`config.mk`:
```
export PLATFORM = sky130hd
export DESIGN_NAME = edge_delay_meter
export DESIGN_NICKNAME = d
export VERILOG_FILES = /design/src/rtl/edm_pkg.sv /design/src/rtl/edm_edge_det.sv /design/src/rtl/edm_sat_ctr.sv /design/src/rtl/edm_pair_fsm.sv /design/src/rtl/edge_delay_meter.sv
export SDC_FILE = /design/constraint.sdc
export NUM_CORES = 1
export LEC_CHECK = 0
export BUFFER_PORTS_ARGS = -buffer_cell sky130_fd_sc_hd__buf_4
export CAP_MARGIN = 40
export CORE_MARGIN = 2
export CORE_UTILIZATION = 24
export CTS_CLUSTER_DIAMETER = 80
export DETAILED_ROUTE_END_ITERATION = 7
export PLACE_DENSITY_LB_ADDON = 0.12
export SYNTH_ARGS = -nofsm -noshare
export SYNTH_HDL_FRONTEND = slang
export SYNTH_SLANG_ARGS = --single-unit
```
`constraint.sdc`:
```
create_clock -name clk -period 2.4 [get_ports clk]
set_input_delay 0.12 -clock clk [delete_from_list [all_inputs] [get_ports clk]]
set_output_delay 0.12 -clock clk [all_outputs]
set_load 0.01 [all_outputs]
```
`src/rtl/edm_pkg.sv`:
```
package edm_pkg;

  typedef enum logic [1:0] {
    POL_RISE     = 2'd0,
    POL_FALL     = 2'd1,
    POL_BOTH     = 2'd2,
    POL_RISE_ALT = 2'd3
  } pol_e;

  typedef enum logic {
    ST_IDLE = 1'b0,
    ST_PEND = 1'b1
  } pair_st_e;

  localparam int NUM_CH = 2;
  localparam int CH_REF = 0;
  localparam int CH_RSP = 1;

  function automatic logic edge_match(input logic prev, input logic cur,
                                      input logic [1:0] pol);
    logic hit;
    case (pol)
      POL_FALL: hit = prev & ~cur;
      POL_BOTH: hit = prev ^ cur;
      default:  hit = ~prev & cur;
    endcase
    return hit;
  endfunction

endpackage

```
`src/rtl/edm_edge_det.sv`:
```
module edm_edge_det (
  input  logic       clk,
  input  logic       rst,
  input  logic       sig,
  input  logic [1:0] pol,
  output logic       hit
);
  import edm_pkg::*;

  logic prev_q;

  always_ff @(posedge clk) begin
    if (rst) prev_q <= 1'b0;
    else     prev_q <= sig;
  end

  assign hit = edge_match(prev_q, sig, pol);
endmodule

```
`src/rtl/edm_sat_ctr.sv`:
```
module edm_sat_ctr #(
  parameter int W = 16
) (
  input  logic         clk,
  input  logic         rst,
  input  logic         inc,
  output logic [W-1:0] cnt,
  output logic         pulse
);
  localparam logic [W-1:0] MAXV = {W{1'b1}};

  logic [W-1:0] cnt_q;
  logic         pulse_q;
  logic         step;

  assign step = inc && (cnt_q != MAXV);

  always_ff @(posedge clk) begin
    if (rst) begin
      cnt_q   <= '0;
      pulse_q <= 1'b0;
    end else begin
      pulse_q <= step;
      if (step) cnt_q <= cnt_q + 1'b1;
    end
  end

  assign cnt   = cnt_q;
  assign pulse = pulse_q;
endmodule

```
`src/rtl/edm_pair_fsm.sv`:
```
module edm_pair_fsm #(
  parameter int DLY_W = 24
) (
  input  logic             clk,
  input  logic             rst,
  input  logic             ref_hit,
  input  logic             rsp_hit,
  output logic [DLY_W-1:0] delay,
  output logic             delay_valid,
  output logic             miss_ref_inc,
  output logic             miss_rsp_inc
);
  import edm_pkg::*;

  localparam logic [DLY_W-1:0] DMAX = {DLY_W{1'b1}};

  pair_st_e         st_q, st_d;
  logic [DLY_W-1:0] el_q, el_d, el_next;
  logic [DLY_W-1:0] dly_q, dly_d;
  logic             vld_q, vld_d;
  logic             seen_q, seen_d;

  assign el_next = (el_q == DMAX) ? DMAX : el_q + 1'b1;

  always_comb begin
    st_d         = st_q;
    el_d         = el_q;
    dly_d        = dly_q;
    vld_d        = 1'b0;
    seen_d       = seen_q;
    miss_ref_inc = 1'b0;
    miss_rsp_inc = 1'b0;
    case (st_q)
      ST_IDLE: begin
        if (ref_hit) begin
          if (rsp_hit) begin
            vld_d  = 1'b1;
            dly_d  = '0;
            seen_d = 1'b1;
          end else begin
            st_d = ST_PEND;
            el_d = '0;
          end
        end else if (rsp_hit && seen_q) begin
          miss_rsp_inc = 1'b1;
        end
      end
      default: begin
        if (rsp_hit) begin
          vld_d  = 1'b1;
          dly_d  = el_next;
          seen_d = 1'b1;
          if (ref_hit) el_d = '0;
          else         st_d = ST_IDLE;
        end else begin
          el_d         = el_next;
          miss_ref_inc = ref_hit;
        end
      end
    endcase
  end

  always_ff @(posedge clk) begin
    if (rst) begin
      st_q   <= ST_IDLE;
      el_q   <= '0;
      dly_q  <= '0;
      vld_q  <= 1'b0;
      seen_q <= 1'b0;
    end else begin
      st_q   <= st_d;
      el_q   <= el_d;
      dly_q  <= dly_d;
      vld_q  <= vld_d;
      seen_q <= seen_d;
    end
  end

  assign delay       = dly_q;
  assign delay_valid = vld_q;
endmodule

```
`src/rtl/edge_delay_meter.sv`:
```
module edge_delay_meter #(
  parameter int DLY_W  = 24,
  parameter int MISS_W = 16
) (
  input  logic              clk,
  input  logic              rst,
  input  logic              ref_in,
  input  logic              rsp_in,
  input  logic [1:0]        ref_pol,
  input  logic [1:0]        rsp_pol,
  output logic [DLY_W-1:0]  delay,
  output logic              delay_valid,
  output logic [MISS_W-1:0] miss_ref_cnt,
  output logic              miss_ref_pulse,
  output logic [MISS_W-1:0] miss_rsp_cnt,
  output logic              miss_rsp_pulse
);
  import edm_pkg::*;

  logic [NUM_CH-1:0] sig_v;
  logic [NUM_CH-1:0] hit_v;
  logic [1:0]        pol_v [NUM_CH];
  logic              ref_hit, rsp_hit;
  logic              mref_inc, mrsp_inc;

  assign sig_v[CH_REF] = ref_in;
  assign sig_v[CH_RSP] = rsp_in;
  assign pol_v[CH_REF] = ref_pol;
  assign pol_v[CH_RSP] = rsp_pol;

  for (genvar g = 0; g < NUM_CH; g++) begin : g_edge
    edm_edge_det u_det (
      .clk (clk),
      .rst (rst),
      .sig (sig_v[g]),
      .pol (pol_v[g]),
      .hit (hit_v[g])
    );
  end

  assign ref_hit = hit_v[CH_REF];
  assign rsp_hit = hit_v[CH_RSP];

  edm_pair_fsm #(.DLY_W(DLY_W)) u_fsm (
    .clk          (clk),
    .rst          (rst),
    .ref_hit      (ref_hit),
    .rsp_hit      (rsp_hit),
    .delay        (delay),
    .delay_valid  (delay_valid),
    .miss_ref_inc (mref_inc),
    .miss_rsp_inc (mrsp_inc)
  );

  edm_sat_ctr #(.W(MISS_W)) u_mref (
    .clk   (clk),
    .rst   (rst),
    .inc   (mref_inc),
    .cnt   (miss_ref_cnt),
    .pulse (miss_ref_pulse)
  );

  edm_sat_ctr #(.W(MISS_W)) u_mrsp (
    .clk   (clk),
    .rst   (rst),
    .inc   (mrsp_inc),
    .cnt   (miss_rsp_cnt),
    .pulse (miss_rsp_pulse)
  );
endmodule

```
==> results.sh, run 1 <==
export IMPL_status="finished clean"
export IMPL_post_route_period_util_pct=92.3
export IMPL_critical_path_max_fanout=8
export IMPL_whs_path_depth=3
export IMPL_vias=4267
export IMPL_rr_startpoint="u_mrsp.cnt[0]$_SDFFE_PP0P_"
export IMPL_synth_top_area_share_pct=39.1
export IMPL_fin_area_mm2=0.00567
export IMPL_rows=49
export IMPL_clkSlewWorstSetupHoldPaths_ns=0.06
export IMPL_maxSlewHeadroom_pct=63.1
export IMPL_period_needed_ns=2.22
export IMPL_hpwlAfterDp_um=9360
export IMPL_worst_r2r_cell_count=6
export IMPL_setup_viol=0
export IMPL_io_pins=67
export IMPL_powerDensity_mw_per_mm2=584
export IMPL_grt_first_pass_wirelength_um=22000
export IMPL_hp_class="in2reg"
export IMPL_slew_violations=0
export IMPL_die_w_um=140
export IMPL_wl_per_cell_um=15.2
export IMPL_finalSetupTns_ns=0
export IMPL_place_gp_congestion=0.811
export IMPL_nets=645
export IMPL_area_growth_synth_to_final_pct=27.4
export IMPL_cts_max_level=3
export IMPL_synth_edff_count=0
export IMPL_core_area_mm2=0.0181
export IMPL_power_leakage_nw=2.15
export IMPL_finalWorstSetupSlack_ns=0.184
export IMPL_cts_path_max_buffers=2
export IMPL_vdd_ir_drop_max_v=0.000350
export IMPL_skew_ns=0.00639
export IMPL_via_per_inst=4.96
export IMPL_numCtsBuffers=9
export IMPL_synthFlopType="dfxtp_1"
export IMPL_grt_max_degree=39
export IMPL_tritoncts="yes"
export IMPL_syn_num_nets=565
export IMPL_cts_root_buf="clkbuf_16"
export IMPL_synth_top_area_cell="dfxtp_1"
export IMPL_ys_top_cells_by_area="dfxtp_1 39%, o21ai_0 5.7%, a21oi_1 5.6%"
export IMPL_ff2ff_setup_slack_ns=0.18
export IMPL_dp_slack_ns=0.146
export IMPL_finalHoldViolCount=0
export IMPL_final_cell_mix="101 x buf_4, 87 x dfxtp_1, 51 x o21ai_0"
export IMPL_cp_start_kind="register"
export IMPL_antenna_found_initial=0
export IMPL_synthCells=546
export IMPL_synth_warnings=0
export IMPL_drive_gt1_share_pct=20.6
export IMPL_tightest_slew_ns=0.548
export IMPL_dpl_cell_count=842
export IMPL_required_ns=2.63
export IMPL_rsz0062_at_grt="no"
export IMPL_drtAntennaViolNets=0
export IMPL_drt_pre_antenna_iters=4
export IMPL_die_area_mm2=0.0197
export IMPL_cts_sinks=87
export IMPL_clock_latency_ns=0.34
export IMPL_synth_seq_cells=87
export IMPL_hold_path_startpoint="ref_in"
export IMPL_drt_iter0_markers=284
export IMPL_grt_pass1_vias=4310
export IMPL_yosysUniqueCellTypes=54
export IMPL_cp_end_kind="register"
export IMPL_num_antenna_cells=0
export IMPL_place_area_mm2=0.00535
export IMPL_crit_arrival_ns=2.45
export IMPL_maxCapViolCount=0
export IMPL_fmax_mhz=451
export IMPL_track_usage_pct=13.8
export IMPL_synth_area_mm2=0.00445
export IMPL_fin_total_pwr_mw=3.31
export IMPL_start_util_pct=24.6
export IMPL_regToRegEndpoint="u_mrsp.cnt[4]$_SDFFE_PP0P_"
export IMPL_fin_util_pct=31.4
export IMPL_final_common_cell="buf_4"
export IMPL_wirelength_um=13100
export IMPL_chipHeight_um=140
export IMPL_final_cell_count_no_fill=860
export IMPL_path_class="reg2reg"
export IMPL_hold_end="g_edge[0].u_det.prev_q$_SDFF_PP0_"
export IMPL_overflow=0
export IMPL_portBuffers=66
export IMPL_syn_area_per_cell_um2=8.15
export IMPL_ys_seq_area_share_pct=39.1
export IMPL_drt_drc_violations_left=0
export IMPL_async_reset_ff_share_pct=0
export IMPL_timing_hold_ws_ns=0.0334
==> final cells by class <==
| class | instances | area [um^2] |
|---|---|---|
| repair buffers | 101 | 758 |
| well taps | 229 | 287 |
| fillers | 1905 | 12400 |
| inverters | 21 | 78.8 |
| flip-flops and latches | 87 | 1740 |
| clock inverters | 4 | 70.1 |
| clock buffers | 12 | 236 |
| multi-input cells | 406 | 2500 |
==> flip-flops by register name, summed over array words and instances (netlist names), 2 cells and up <==
name,count
u_mrsp.cnt,16
u_fsm.delay,24
g_edge.u_det.prev_q,2
u_fsm.el_q,24
u_mref.cnt,16
==> per-layer routing <==
metal	up-vias	GRT usage, %	part of all wire [%]
li1	2165	-	-
met1	2027	17.8	48
met2	67	23.2	47
met3	8	2.97	3.9
met4	0	4.04	1.0
met5	-	0	0
==> synth_stat cells (all sizes together) (15+ instances only) <==
cell and number:
a21oi 50, o21ai 52, xnor2 15, dfxtp 87, nand3 27, nand2 32
clkbuf 21, nor2 47, nand4 24, inv 21, or3 25
==> worst max-delay path by stage <==
stage	startpoint	endpoint	slack (ns)	cells after the start
6_report	u_mrsp.cnt[0]$_SDFFE_PP0P_	u_mrsp.cnt[4]$_SDFFE_PP0P_	0.18	6
5_1_grt	g_edge[1].u_det.prev_q$_SDFF_PP0_	u_mrsp.cnt[4]$_SDFFE_PP0P_	0.05	7
4_1_cts	g_edge[0].u_det.prev_q$_SDFF_PP0_	u_fsm.delay[18]$_SDFFE_PP0P_	0.13	7
3_5_place_dp	g_edge[0].u_det.prev_q$_SDFF_PP0_	u_fsm.delay[18]$_SDFFE_PP0P_	0.15	7
3_3_place_gp	rsp_pol[0]	u_fsm.el_q[22]$_SDFFE_PP0P_	0.14	10
2_1_floorplan	u_mrsp.cnt[0]$_SDFFE_PP0P_	u_mrsp.cnt[4]$_SDFFE_PP0P_	0.26	7
==> critical path: stages, from the launching register on <==
cell,delay (ns)
dfxtp_1,0.39
ha_1,0.33
nand3_1,0.10
or4_1,0.47
and4_1,0.34
nand4_1,0.14
mux2_2,0.33
==> logic make-up after synthesis <==
| logic type | synth area share (%) |
|---|---|
| multiplexers | 1.21 |
| XOR/XNOR | 3.93 |
| AND/OR/NAND/NOR | 26.2 |
| AO/OA/AOI/OAI | 21.6 |
| adder cells (fa/ha/maj) | 3.09 |
| flip-flops | 39.1 |
| buffers and inverters | 4.78 |
==> report_power, final <==
part / leakage [nW] / internal [mW] / switching (mW)
Combinational: 1.30 / 0.121 / 0.216
Sequential: 0.702 / 1.46 / 0.0150
Clock: 0.151 / 0.911 / 0.588
Total: 2.15 / 2.49 / 0.819
==> repair_timing <==
item	4_1_cts	5_1_grt
hold buffers	0	0
endpoints found under the setup margin	0	8
setup buffers	0	2
gates resized for setup	0	1
No activity file was read; power rests on OpenSTA's default activity.
==> inputs of run 2 (changes only) <==
Settings changed: RECOVER_POWER set to 50, TNS_END_PERCENT set to 20.
==> results.sh, run 2 (same netlist as run 1, synthesis figures left out) <==
export IMPL_dr_wl_met2_um=6170
export IMPL_start_util_pct=24.6
export IMPL_wl_met3_um=540
export IMPL_cp_end_kind="register"
export IMPL_cts_sinks=87
export IMPL_setup_viol=0
export IMPL_vdd_ir_drop_max_v=0.000352
export IMPL_rows=49
export IMPL_chipHeight_um=140
export IMPL_max_stage_delay_ns=0.46
export IMPL_finalWorstSetupSlack_ns=0.190
export IMPL_crit_slowest_cell="or4_1"
export IMPL_worst_r2r_cell_count=6
export IMPL_drt_drc_violations_left=0
export IMPL_crit_path_start="u_mrsp.cnt[0]$_SDFFE_PP0P_"
export IMPL_numCtsBuffers=9
export IMPL_hpwlAfterDp_um=9360
export IMPL_final_cell_mix="87 x dfxtp_1, 62 x clkbuf_1, 52 x o21ai_0"
export IMPL_fillers=1952
export IMPL_ff2ff_setup_slack_ns=0.19
export IMPL_drt_iter0_markers=283
export IMPL_required_ns=2.63
export IMPL_post_route_period_util_pct=92.1
export IMPL_tightest_slew_ns=0.551
export IMPL_overflow=0
export IMPL_die_area_mm2=0.0197
export IMPL_vias=4300
export IMPL_hold_path_startpoint="ref_in"
export IMPL_cts_path_max_buffers=2
export IMPL_timing_hold_ws_ns=0.0384
export IMPL_crit_arrival_ns=2.44
export IMPL_crit_end="u_mrsp.cnt[4]$_SDFFE_PP0P_"
export IMPL_regToRegEndpoint="u_mrsp.cnt[4]$_SDFFE_PP0P_"
export IMPL_finalSetupTns_ns=0
export IMPL_path_buf_inv=0
export IMPL_fin_area_mm2=0.00543
export IMPL_fin_util_pct=30.0
export IMPL_antenna_found_initial=0
export IMPL_nets=643
export IMPL_drtAntennaViolNets=0
export IMPL_period_needed_ns=2.21
export IMPL_crit_family="simple AND/OR/NAND/NOR gates"
export IMPL_routed_top_layer="met4"
export IMPL_wirelength_met1_um=6280
export IMPL_cp_start_kind="register"
export IMPL_slew_violations=0
export IMPL_grt_pass1_vias=4310
export IMPL_track_usage_pct=13.8
export IMPL_path_depth=6
export IMPL_fin_total_pwr_mw=3.30
export IMPL_grt_max_degree=39
export IMPL_wl_per_cell_um=15.2
export IMPL_tritoncts="yes"
export IMPL_hold_buffers=0
export IMPL_portBuffers=66
export IMPL_drt_pre_antenna_iters=4
export IMPL_wirelength_um=13100
export IMPL_maxSlewHeadroom_pct=62.9
export IMPL_maxCapViolCount=0
export IMPL_path_class="reg2reg"
export IMPL_rsz0062_at_grt="no"
export IMPL_status="finished clean"
export IMPL_place_gp_congestion=0.811
export IMPL_fmax_mhz=453
export IMPL_cts_root_buf="clkbuf_16"
export IMPL_hp_class="in2reg"
export IMPL_via_per_inst=5.01
export IMPL_skew_ns=0.00465
export IMPL_die_w_um=140
export IMPL_core_area_mm2=0.0181
export IMPL_final_cell_count_no_fill=858
export IMPL_grt_first_pass_wirelength_um=22000
export IMPL_power_leakage_nw=1.88
export IMPL_finalHoldViolCount=0
export IMPL_num_antenna_cells=0
export IMPL_drive_gt1_share_pct=10.7
export IMPL_powerDensity_mw_per_mm2=608
export IMPL_place_area_mm2=0.00535
export IMPL_cts_max_level=3
export IMPL_dp_slack_ns=0.146
export IMPL_final_common_cell="dfxtp_1"
export IMPL_critical_path_max_fanout=8
export IMPL_area_growth_synth_to_final_pct=22.0
export IMPL_clock_latency_ns=0.34
export IMPL_dpl_cell_count=842
export IMPL_crit_chain="ha_1 > nand3_1 > or4_1 > and4_1 > nand4_1 > mux2_2"
export IMPL_io_pins=67
export IMPL_clkSlewWorstSetupHoldPaths_ns=0.06
export IMPL_rr_startpoint="u_mrsp.cnt[0]$_SDFFE_PP0P_"
==> run 2: changes by cell type in the layout (fill, tap and decap cells not counted) <==
cell / delta
a31o_1: +1
clkbuf_1: +59
buf_4: -63
buf_1: +1
clkbuf_2: +1
a31o_2: -1
o21ai_0: +1
o21ai_1: -1
==> run 2: tightest hold or removal path, stage by stage <==
cell and delay [ns]:
buf_4 0.09, inv_1 0.05, nor2_1 0.08
==> run 2: layout make-up <==
class	instances	area (um^2)	area share [%]
multi-input cells	406	2500	46.0
flip-flops and latches	87	1740	32.1
repair buffers	99	515	9.50
well taps	229	287	5.28
clock buffers	12	236	4.36
inverters	21	78.8	1.45
clock inverters	4	70.1	1.29
==> run 2: routing by layer <==
metal | vias to the layer above | GRT usage [%]
met5 | - | 0
met1 | 2042 | 17.8
li1 | 2165 | -
met3 | 7 | 2.97
met2 | 86 | 23.2
met4 | 0 | 4.04
==> run 2: worst min-delay path by stage <==
stage	cells past startpoint	slack, ns	to
3_3_place_gp	3	0.38	g_edge[1].u_det.prev_q$_SDFF_PP0_
6_report	3	0.04	g_edge[0].u_det.prev_q$_SDFF_PP0_
3_5_place_dp	3	0.38	g_edge[1].u_det.prev_q$_SDFF_PP0_
4_1_cts	3	0.02	g_edge[0].u_det.prev_q$_SDFF_PP0_
5_1_grt	3	0.04	g_edge[1].u_det.prev_q$_SDFF_PP0_
2_1_floorplan	2	0.26	g_edge[0].u_det.prev_q$_SDFF_PP0_
==> run 2: timing repair <==
action	in CTS	in global routing
resized for setup	0	2
setup endpoints to repair	0	8
buffers inserted	0	0
==> run 2: power breakdown <==
part           total [mW]  internal, mW  leakage (nW)  switching [mW]
Sequential           1.47          1.46         0.702          0.0146
Clock                1.50         0.911         0.151           0.585
Combinational       0.328         0.112          1.03           0.215
